File: src/rtl/vt_pkg.sv
package vt_pkg;

  // Lines between start-of-frame strobe and the first visible line.
  function automatic logic [2:0] sof_lead(input logic intl, input logic odd,
                                          input logic scl, input logic p_early,
                                          input logic i_early);
    logic [2:0] lead;
    if (!intl)
      lead = (scl && p_early) ? 3'd3 : 3'd2;
    else if (scl && i_early)
      lead = odd ? 3'd5 : 3'd6;
    else
      lead = odd ? 3'd3 : 3'd4;
    return lead;
  endfunction

  // Advanced start-line lead: lines in progressive, doubled in interlaced.
  function automatic logic [4:0] adv_lead(input logic intl, input logic [3:0] n);
    return intl ? {n, 1'b0} : {1'b0, n};
  endfunction

endpackage

File: src/rtl/vt_line_counter.sv
module vt_line_counter #(
  parameter int VPOS_W = 13
) (
  input  logic              clk,
  input  logic              rst_n,
  input  logic              line_tick,
  input  logic              master_en,
  input  logic              interlace,
  input  logic [VPOS_W-1:0] total,
  output logic [VPOS_W-1:0] vpos,
  output logic              field_odd,
  output logic              wrap_evt
);
  localparam int CW = VPOS_W + 1;

  logic [1:0]    step;
  logic [CW-1:0] nxt;

  assign step     = interlace ? 2'd2 : 2'd1;
  assign nxt      = {1'b0, vpos} + CW'(step);
  assign wrap_evt = (nxt >= {1'b0, total});

  always_ff @(posedge clk or negedge rst_n) begin
    if (!rst_n) begin
      vpos      <= '0;
      field_odd <= 1'b0;
    end else if (!master_en) begin
      vpos      <= '0;
      field_odd <= 1'b0;
    end else if (line_tick) begin
      if (wrap_evt) begin
        field_odd <= interlace ? ~field_odd : 1'b0;
        vpos      <= (interlace && !field_odd) ? VPOS_W'(1) : '0;
      end else begin
        vpos <= nxt[VPOS_W-1:0];
        if (!interlace) field_odd <= 1'b0;
      end
    end
  end
endmodule

File: src/rtl/vt_frame_counter.sv
module vt_frame_counter #(
  parameter int FRAME_W = 24
) (
  input  logic               clk,
  input  logic               rst_n,
  input  logic               advance,
  output logic [FRAME_W-1:0] frame_count
);
  always_ff @(posedge clk or negedge rst_n) begin
    if (!rst_n)       frame_count <= '0;
    else if (advance) frame_count <= frame_count + 1'b1;
  end
endmodule

File: src/rtl/vt_strobe_gen.sv
module vt_strobe_gen #(
  parameter int VPOS_W = 13
) (
  input  logic              line_tick,
  input  logic              master_en,
  input  logic              interlace,
  input  logic              scaler_en,
  input  logic              prog_early,
  input  logic              intl_early,
  input  logic [3:0]        adv_lines,
  input  logic [VPOS_W-1:0] blank_start,
  input  logic [VPOS_W-1:0] blank_end,
  input  logic [VPOS_W-1:0] vpos,
  input  logic              field_odd,
  output logic              vblank,
  output logic              sof_pulse,
  output logic              adv_pulse
);
  import vt_pkg::*;
  localparam int SW = VPOS_W + 2;

  logic          tick_ok;
  logic          odd_i;
  logic [SW-1:0] pos_x, end_x;
  logic          sof_hit, adv_hit;

  assign tick_ok = line_tick & master_en;
  assign odd_i   = interlace & field_odd;
  assign pos_x   = {2'b00, vpos};
  assign end_x   = {2'b00, blank_end};

  // Compare by adding the lead to the position, so no underflow is possible.
  assign sof_hit = (pos_x + SW'(sof_lead(interlace, odd_i, scaler_en,
                                          prog_early, intl_early))) == end_x;
  assign adv_hit = (pos_x + SW'(adv_lead(interlace, adv_lines))) ==
                   (end_x + SW'(odd_i));

  assign sof_pulse = tick_ok & sof_hit;
  assign adv_pulse = tick_ok & adv_hit;
  assign vblank    = (vpos >= blank_start) || (vpos < blank_end);
endmodule

File: src/rtl/vt_vertical_timing.sv
module vt_vertical_timing #(
  parameter int VPOS_W       = 13,
  parameter int FRAME_W      = 24,
  parameter int STAT_FRAME_W = 16,
  localparam int STAT_W      = STAT_FRAME_W + VPOS_W
) (
  input  logic               clk,
  input  logic               rst_n,
  input  logic               line_tick,
  input  logic               cfg_master_en,
  input  logic               cfg_interlace,
  input  logic               cfg_scaler_en,
  input  logic               cfg_prog_early,
  input  logic               cfg_intl_early,
  input  logic [VPOS_W-1:0]  cfg_total,
  input  logic [VPOS_W-1:0]  cfg_blank_start,
  input  logic [VPOS_W-1:0]  cfg_blank_end,
  input  logic [3:0]         cfg_adv_lines,
  output logic [VPOS_W-1:0]  vpos,
  output logic               field_odd,
  output logic [FRAME_W-1:0] frame_count,
  output logic               vblank,
  output logic               sof_pulse,
  output logic               adv_pulse,
  output logic [STAT_W-1:0]  status_word
);
  logic wrap_evt;
  logic frame_adv;

  vt_line_counter #(.VPOS_W(VPOS_W)) u_line (
    .clk(clk), .rst_n(rst_n), .line_tick(line_tick),
    .master_en(cfg_master_en), .interlace(cfg_interlace), .total(cfg_total),
    .vpos(vpos), .field_odd(field_odd), .wrap_evt(wrap_evt)
  );

  assign frame_adv = line_tick & cfg_master_en & wrap_evt;

  vt_frame_counter #(.FRAME_W(FRAME_W)) u_frame (
    .clk(clk), .rst_n(rst_n), .advance(frame_adv), .frame_count(frame_count)
  );

  vt_strobe_gen #(.VPOS_W(VPOS_W)) u_strobe (
    .line_tick(line_tick), .master_en(cfg_master_en),
    .interlace(cfg_interlace), .scaler_en(cfg_scaler_en),
    .prog_early(cfg_prog_early), .intl_early(cfg_intl_early),
    .adv_lines(cfg_adv_lines), .blank_start(cfg_blank_start),
    .blank_end(cfg_blank_end), .vpos(vpos), .field_odd(field_odd),
    .vblank(vblank), .sof_pulse(sof_pulse), .adv_pulse(adv_pulse)
  );

  // Both halves come from registers updated on the same edge.
  assign status_word = {frame_count[STAT_FRAME_W-1:0], vpos};
endmodule

File: config.mk
export PLATFORM = sky130hd
export DESIGN_NAME = vt_vertical_timing
export DESIGN_NICKNAME = d
export VERILOG_FILES = /design/src/rtl/vt_pkg.sv /design/src/rtl/vt_line_counter.sv /design/src/rtl/vt_frame_counter.sv /design/src/rtl/vt_strobe_gen.sv /design/src/rtl/vt_vertical_timing.sv
export SDC_FILE = /design/constraint.sdc
export NUM_CORES = 1
export LEC_CHECK = 0
export BUFFER_PORTS_ARGS = -buffer_cell sky130_fd_sc_hd__buf_2
export CAP_MARGIN = 20
export CORE_UTILIZATION = 35
export DETAILED_ROUTE_END_ITERATION = 6
export PLACE_DENSITY_LB_ADDON = 0.05
export SLEW_MARGIN = 20
export SYNTH_ARGS = -nofsm -noshare
export SYNTH_HDL_FRONTEND = slang
export SYNTH_SLANG_ARGS = --single-unit
File: constraint.sdc
create_clock -name clk -period 5.7 [get_ports clk]
set_input_delay 0.285 -clock clk [delete_from_list [all_inputs] [get_ports clk]]
set_output_delay 0.285 -clock clk [all_outputs]
set_load 0.05 [all_outputs]
# Word level (Yosys, flattened, before mapping)
# Cells that the tools add are included.
op_classes:
  addsub: 5
  magnitude_cmp: 3
  eq_ne: 4
  n_mux: 16
  bitwise_logic: 6
  reduce_logical: 6
ops:
  columns: ["operator", "n"]
  rows:
  - ["2-to-1 mux 13 bit", 3]
  - ["adder 24 x 1 -> 24 bit (second input constant)", 1]
  - ["equality test 15 x 13 -> 1 bit", 1]
  - ["equality test 15 bit", 1]
  - ["adder 13 x 1 -> 14 bit", 1]
  - ["adder 13 x 2 -> 14 bit", 1]
  - ["adder 13 x 3 -> 14 bit", 1]
  - ["adder 13 x 5 -> 14 bit", 1]
  - ["greater-or-equal comparator 14 x 13 -> 1 bit", 1]
  - ["greater-or-equal comparator 13 bit", 1]
  - ["less-than comparator 13 bit", 1]
  - ["2-to-1 mux 3 bit", 3]
  - ["2-to-1 mux 1 bit", 7]
  - ["AND 1 bit", 5]
  - ["2-to-1 mux 5 bit", 1]
  - ["2-to-1 mux 2 bit", 2]
  - ["logical AND 1 bit", 3]
  - ["inequality test 3 x 2 -> 1 bit (second input constant)", 1]
  - ["inequality test 2 bit (second input constant)", 1]
  - ["AND reduction 2 bit", 1]
  - ["zero test 1 bit", 1]
  - ["logical OR 1 bit", 1]
  - ["NOT 1 bit", 1]
word_totals:
  reg_bits: 38
  inputBits: 51
  output_inout_bits: 70
  word_cells: 43

# Depth between registers and ports, before layout
logic_depth:
  depth_word: 7
  depth_mapped: 19
  mapped_depth_nobuf: 17

# Modules after synthesis
# Synthesis repeated with hierarchy kept, for this count alone.
hier_totals:
  cells_unflattened: 539
  area_unflattened_um2: 4586.9
by_module_without_submodules:
  columns: ["module", "n_inst", "cells_per_inst", "area_per_inst_um2", "seq_area_each_um2"]
  rows:
  - ["vt_strobe_gen", 1, 255, 1918.1, 0.0]
  - ["vt_line_counter", 1, 164, 1361.3, 350.3]
  - ["vt_frame_counter", 1, 90, 1083.5, 600.6]
  - ["vt_vertical_timing", 1, 30, 224.0, 0.0]

# Worst setup path before layout
# OpenSTA, ideal clock, no wires.
synth_timing:
  kind: "register to output"
  from: "register u_line.field_odd"
  to: "output sof_pulse"
  t_arrival_ns: 4.662
  t_required_ns: 5.415
  slack_ns: 0.753
  stages_incl_launch_ff: 12
  n_path_buf: 0
  cell_sequence: "dfrtp_1 and2_1 a31o_2 ha_1 fa_1 a21oi_1 nor2_1 xnor2_1 nor2_1 a21oi_1 a21oi_1 a2111oi_0"
synth_via:
  elab_chain_len: 7
  elab_cells_between_ends: 8
  cone_classes: "add/sub (1); eq/ne (1); mux (4); bitwise (2)"
synth_lines:
  columns: ["item", "line_no", "rtl"]
  rows:
  - ["from (decl)", "vt_line_counter.sv:11", "output logic field_odd,"]
  - ["from (signal assigned)", "vt_line_counter.sv:32", "field_odd <= interlace ? ~field_odd : 1'b0;"]
  - ["AND 1 bit (*)", "vt_strobe_gen.sv:28", "assign odd_i = interlace & field_odd;"]
  - ["2-to-1 mux 3 bit / 2-to-1 mux 2 bit (equally long branches)", "vt_pkg.sv:13, vt_pkg.sv:11", null]
  - ["2-to-1 mux 3 bit (*)", "vt_pkg.sv:10", "else if (scl && i_early)"]
  - ["2-to-1 mux 3 bit (*)", "vt_pkg.sv:8", "if (!intl)"]
  - ["adder 13 x 3 -> 14 bit (*)", "vt_strobe_gen.sv:33", "assign sof_hit = (pos_x + SW'(sof_lead(interlace, odd_i, scaler_en,"]
  - ["equality test 15 x 13 -> 1 bit (*)", "vt_strobe_gen.sv:34", "prog_early, intl_early))) == end_x;"]
  - ["AND 1 bit (*)", "vt_strobe_gen.sv:38", "assign sof_pulse = tick_ok & sof_hit;"]
  - ["to (decl)", "vt_vertical_timing.sv:23", "output logic sof_pulse,"]
# Every way passes the cells marked *; elsewhere a longest branch is shown, timed or not.

# Worst setup path after layout
layout_timing:
  from: "register u_line.vpos[1]"
  to: "register u_frame.frame_count[4]"
layout_via:
  elab_chain_len: 3
layout_lines:
  columns: ["item", "line_no", "rtl"]
  rows:
  - ["from (decl)", "vt_line_counter.sv:10", "output logic [VPOS_W-1:0] vpos,"]
  - ["from (signal assigned)", "vt_line_counter.sv:33", "vpos <= (interlace && !field_odd) ? VPOS_W'(1) : '0;"]
  - ["from (signal assigned)", "vt_line_counter.sv:35", "vpos <= nxt[VPOS_W-1:0];"]
  - ["adder 13 x 2 -> 14 bit", "vt_line_counter.sv:20", "assign nxt = {1'b0, vpos} + CW'(step);"]
  - ["greater-or-equal comparator 14 x 13 -> 1 bit", "vt_line_counter.sv:21", "assign wrap_evt = (nxt >= {1'b0, total});"]
  - ["AND 1 bit", "vt_vertical_timing.sv:36", "assign frame_adv = line_tick & cfg_master_en & wrap_evt;"]
  - ["to (signal assigned)", "vt_frame_counter.sv:11", "else if (advance) frame_count <= frame_count + 1'b1;"]
  - ["to (decl)", "vt_frame_counter.sv:7", "output logic [FRAME_W-1:0] frame_count"]
# Every way passes these cells.
# A chain may end at the register's enable or synchronous reset.

==> flow_summary.json <==
{
  "synth_top_area_share_pct": 21.7,
  "worstMarginPinSlew_ns": 1.04,
  "die-area_um2": 12900,
  "worst_ir_drop_vdd_uv": 121,
  "core-area_um2": 12100,
  "worstRegToRegCells": 15,
  "slew_headroom_pct": 30.5,
  "global_route.overflow_total": 0,
  "holdBufCountCts": 0,
  "maxSlewViolCount": 0,
  "outcome": "finished, final reports clean",
  "power.density_nw_per_um2": 142,
  "power.leakage_uw": 0.00268,
  "syn2layout_area_growth_pct": 14.9,
  "timing.critical_path.required_ns": 5.86,
  "grt_first_pass_wirelength_um": 19400,
  "setup_repair_after_global_routing_missed_its_margin": "no",
  "worst_skew_pair.late_latency_ns": 0.28,
  "synth.distinct_cells": 63,
  "layout.cells.most_common_list": "sky130_fd_sc_hd__buf_2, sky130_fd_sc_hd__xnor2_1, sky130_fd_sc_hd__ha_1",
  "synthFlopType": "sky130_fd_sc_hd__dfrtp_1",
  "rows": 40,
  "detail_route.first_pass.iterations": 4,
  "vias": 3925,
  "layout_cells_sized_above_1_pct": 24.1,
  "yosysWarningCount": 0,
  "clock_sinks": 38,
  "track_usage_pct": 19.1,
  "tritoncts": "yes",
  "ys_seq_area_share_pct": 21.7,
  "clock_tree.root_cell": "sky130_fd_sc_hd__clkbuf_16",
  "viasPerCell": 5.06,
  "worstPathMaxFanout": 21,
  "mappedNetlistNets": 629,
  "placement.cell_area_um2": 4890,
  "cts_resized": 0,
  "cts.path.max_buffers": 2,
  "drv_cap": 0,
  "inserted_clock_buffers": 5,
  "cts_max_level": 2,
  "place_hpwl_um": 9470,
  "critPathArrivalTime_ns": 4.43,
  "skew_ns": 0.00309,
  "final_cell_area_um2": 5020,
  "setup_viol_count_final": 0,
  "grt_antenna_before_repair": 0,
  "critical_path.endpoint": "u_frame.frame_count[4]$_DFFE_PN0P_",
  "post-route-drc-count": 0,
  "first_global_vias": 3906,
  "timing_worst_setup_path_type": "reg2reg",
  "postRouteWirelength_um": 12000,
  "synthesis.instances": 523,
  "starting_density_pct": 36.1,
  "syn_area_per_cell_um2": 8.36,
  "gp_congestion": 0.803,
  "total_i_o_pin_count": 121,
  "timing.rr.end": "u_frame.frame_count[4]$_DFFE_PN0P_",
  "diodes": 0,
  "clk_transition_reported_paths_ns": 0.06,
  "portBuffers": 120,
  "drt_iter0_drcs": 182,
  "critical_path.reg2reg.startpoint": "u_line.vpos[1]$_DFFE_PN0P_",
  "final_antenna_net_count": 0,
  "final.min_clock_period_ns": 4.27,
  "wl_per_cell_um": 15.4,
  "setup_tns_ns": 0,
  "die_boundary_width_um": 114,
  "cts_setup_buffers": 0,
  "post_syn_area_um2": 4370,
  "setup.worst_path.end_class": "register",
  "synth_area_leaders": "sky130_fd_sc_hd__dfrtp_1, sky130_fd_sc_hd__ha_1, sky130_fd_sc_hd__xnor2_1, sky130_fd_sc_hd__buf_4, sky130_fd_sc_hd__inv_1",
  "worst_setup_path_start": "u_line.vpos[1]$_DFFE_PN0P_",
  "critical_path.startpoint_type": "register",
  "fp.dieH_um": 114,
  "hp-class": "in2async",
  "worst-r2r-setup-slack_ns": 1.43,
  "synth-seq-cells": 38,
  "layout.cells.most_common": "sky130_fd_sc_hd__buf_2",
  "finalNetCount": 713,
  "postSynth.asyncResetShare_pct": 100,
  "grt_start_max_net_pins": 39,
  "maxClockFrequency_ghz": 0.234,
  "final.period_utilization_pct": 74.9,
  "synthDominantAreaCellType": "sky130_fd_sc_hd__dfrtp_1",
  "number_of_enable_flip_flop_cells_after_synthesis": 0,
  "hold_viol": 0
}
[through the flow]
step           hold WS, ns  instances  total power [uW]  setup WS [ns]  util [%]
2_1_floorplan      -0.0106        523               397          0.753         -
3_3_place_gp         0.465        768               450           1.52      40.4
3_5_place_dp         0.466        768               452           1.39      40.4
4_1_cts              0.168        775               726           1.42      41.5
5_1_grt              0.212        775               753           1.16      41.5
6_report             0.125        775               712           1.43      41.5
[synth_stat cells (3+ instances only)]
library cell / number
sky130_fd_sc_hd__xnor2_1: 57
sky130_fd_sc_hd__nand2_1: 31
sky130_fd_sc_hd__o22ai_1: 3
sky130_fd_sc_hd__fa_1: 3
sky130_fd_sc_hd__o211ai_1: 3
sky130_fd_sc_hd__nor2b_1: 6
sky130_fd_sc_hd__a211oi_1: 3
sky130_fd_sc_hd__clkbuf_1: 3
sky130_fd_sc_hd__and3_1: 9
sky130_fd_sc_hd__nand3_1: 25
sky130_fd_sc_hd__buf_2: 9
sky130_fd_sc_hd__nor4_1: 4
sky130_fd_sc_hd__a21oi_1: 23
sky130_fd_sc_hd__xor2_1: 15
sky130_fd_sc_hd__nor2_1: 31
sky130_fd_sc_hd__nor3_1: 10
sky130_fd_sc_hd__ha_1: 52
sky130_fd_sc_hd__a21o_1: 16
sky130_fd_sc_hd__o21a_1: 3
sky130_fd_sc_hd__nand2b_1: 4
sky130_fd_sc_hd__dfrtp_1: 38
sky130_fd_sc_hd__a22o_1: 5
sky130_fd_sc_hd__nand4_1: 20
sky130_fd_sc_hd__inv_1: 50
sky130_fd_sc_hd__o21ai_0: 8
sky130_fd_sc_hd__buf_4: 31
sky130_fd_sc_hd__inv_2: 3
sky130_fd_sc_hd__or3_1: 5
sky130_fd_sc_hd__o21ai_1: 4
sky130_fd_sc_hd__and2_1: 4
[how the worst min path moves through the flow]
stage / from / to / slack (ns) / cells past startpoint
after detailed placement: rst_n / u_line.vpos[11]$_DFFE_PN0P_ / 0.47 / 1
after floorplan: rst_n / u_frame.frame_count[0]$_DFFE_PN0P_ / -0.01 / 0
final: rst_n / u_line.vpos[11]$_DFFE_PN0P_ / 0.12 / 1
after CTS: rst_n / u_line.vpos[11]$_DFFE_PN0P_ / 0.17 / 1
after global routing: rst_n / u_line.vpos[11]$_DFFE_PN0P_ / 0.21 / 1
after global placement: rst_n / u_line.vpos[7]$_DFFE_PN0P_ / 0.47 / 1
[cell families (layout without fill, tap and decap cells)]
| group | count (synthesis) | after routing | synth area share [%] |
|---|---|---|---|
| compound gates | 88 | 88 | 14.0 |
| xor+xnor | 74 | 74 | 15.2 |
| fa+ha+maj | 55 | 55 | 16.2 |
| buf+inv | 98 | 182 | 11.5 |
| flops | 38 | 38 | 21.7 |
| mux | 6 | 6 | 1.49 |
| simple gates | 164 | 164 | 19.8 |
[per-layer routing]
metal | wire length (um) | GRT usage, % | up-vias | share of wire (%)
met2 | 6050 | 34.8 | 105 | 51
met1 | 5200 | 23.4 | 1849 | 43
met5 | 0 | 0 | - | 0
li1 | - | - | 1960 | -
met3 | 510 | 2.28 | 11 | 4.3
met4 | 200 | 5.71 | 0 | 1.7
[critical path, stage by stage, from the launching register on]
cell and delay [ns]:
sky130_fd_sc_hd__dfrtp_1 0.60, sky130_fd_sc_hd__inv_1 0.18, sky130_fd_sc_hd__fa_1 0.50, sky130_fd_sc_hd__nor2_1 0.17, sky130_fd_sc_hd__nand4_1 0.25, sky130_fd_sc_hd__nor2_1 0.30
sky130_fd_sc_hd__nand3_1 0.17, sky130_fd_sc_hd__xnor2_1 0.20, sky130_fd_sc_hd__ha_1 0.32, sky130_fd_sc_hd__a21o_1 0.17, sky130_fd_sc_hd__a211o_1 0.31, sky130_fd_sc_hd__a211oi_2 0.32
sky130_fd_sc_hd__nor2_1 0.08, sky130_fd_sc_hd__buf_4 0.22, sky130_fd_sc_hd__and4_1 0.23, sky130_fd_sc_hd__xor2_1 0.13
[sequential cells by signal, indices dropped and copies added (netlist names)]
register             cells
u_line.vpos             13
u_frame.frame_count     24
u_line.field_odd         1
[power by group]
group / internal [uW] / switching [uW] / leakage (uW)
combinational: 69.6 / 96.9 / 0.00208
sequential: 272 / 6.55 / 0.000529
clock: 160 / 107 / 0.0000640
total: 502 / 211 / 0.00268
[final cells by class]
cell class,count,area (um2)
Inverter,54,203
Multi-Input combinational cell,387,2920
Sequential cell,38,951
Timing Repair Buffer,121,608
Clock buffer,7,133
Tap cell,168,210
Fill cell,1326,7090
Note: power is estimated with default switching activity, not from simulation.
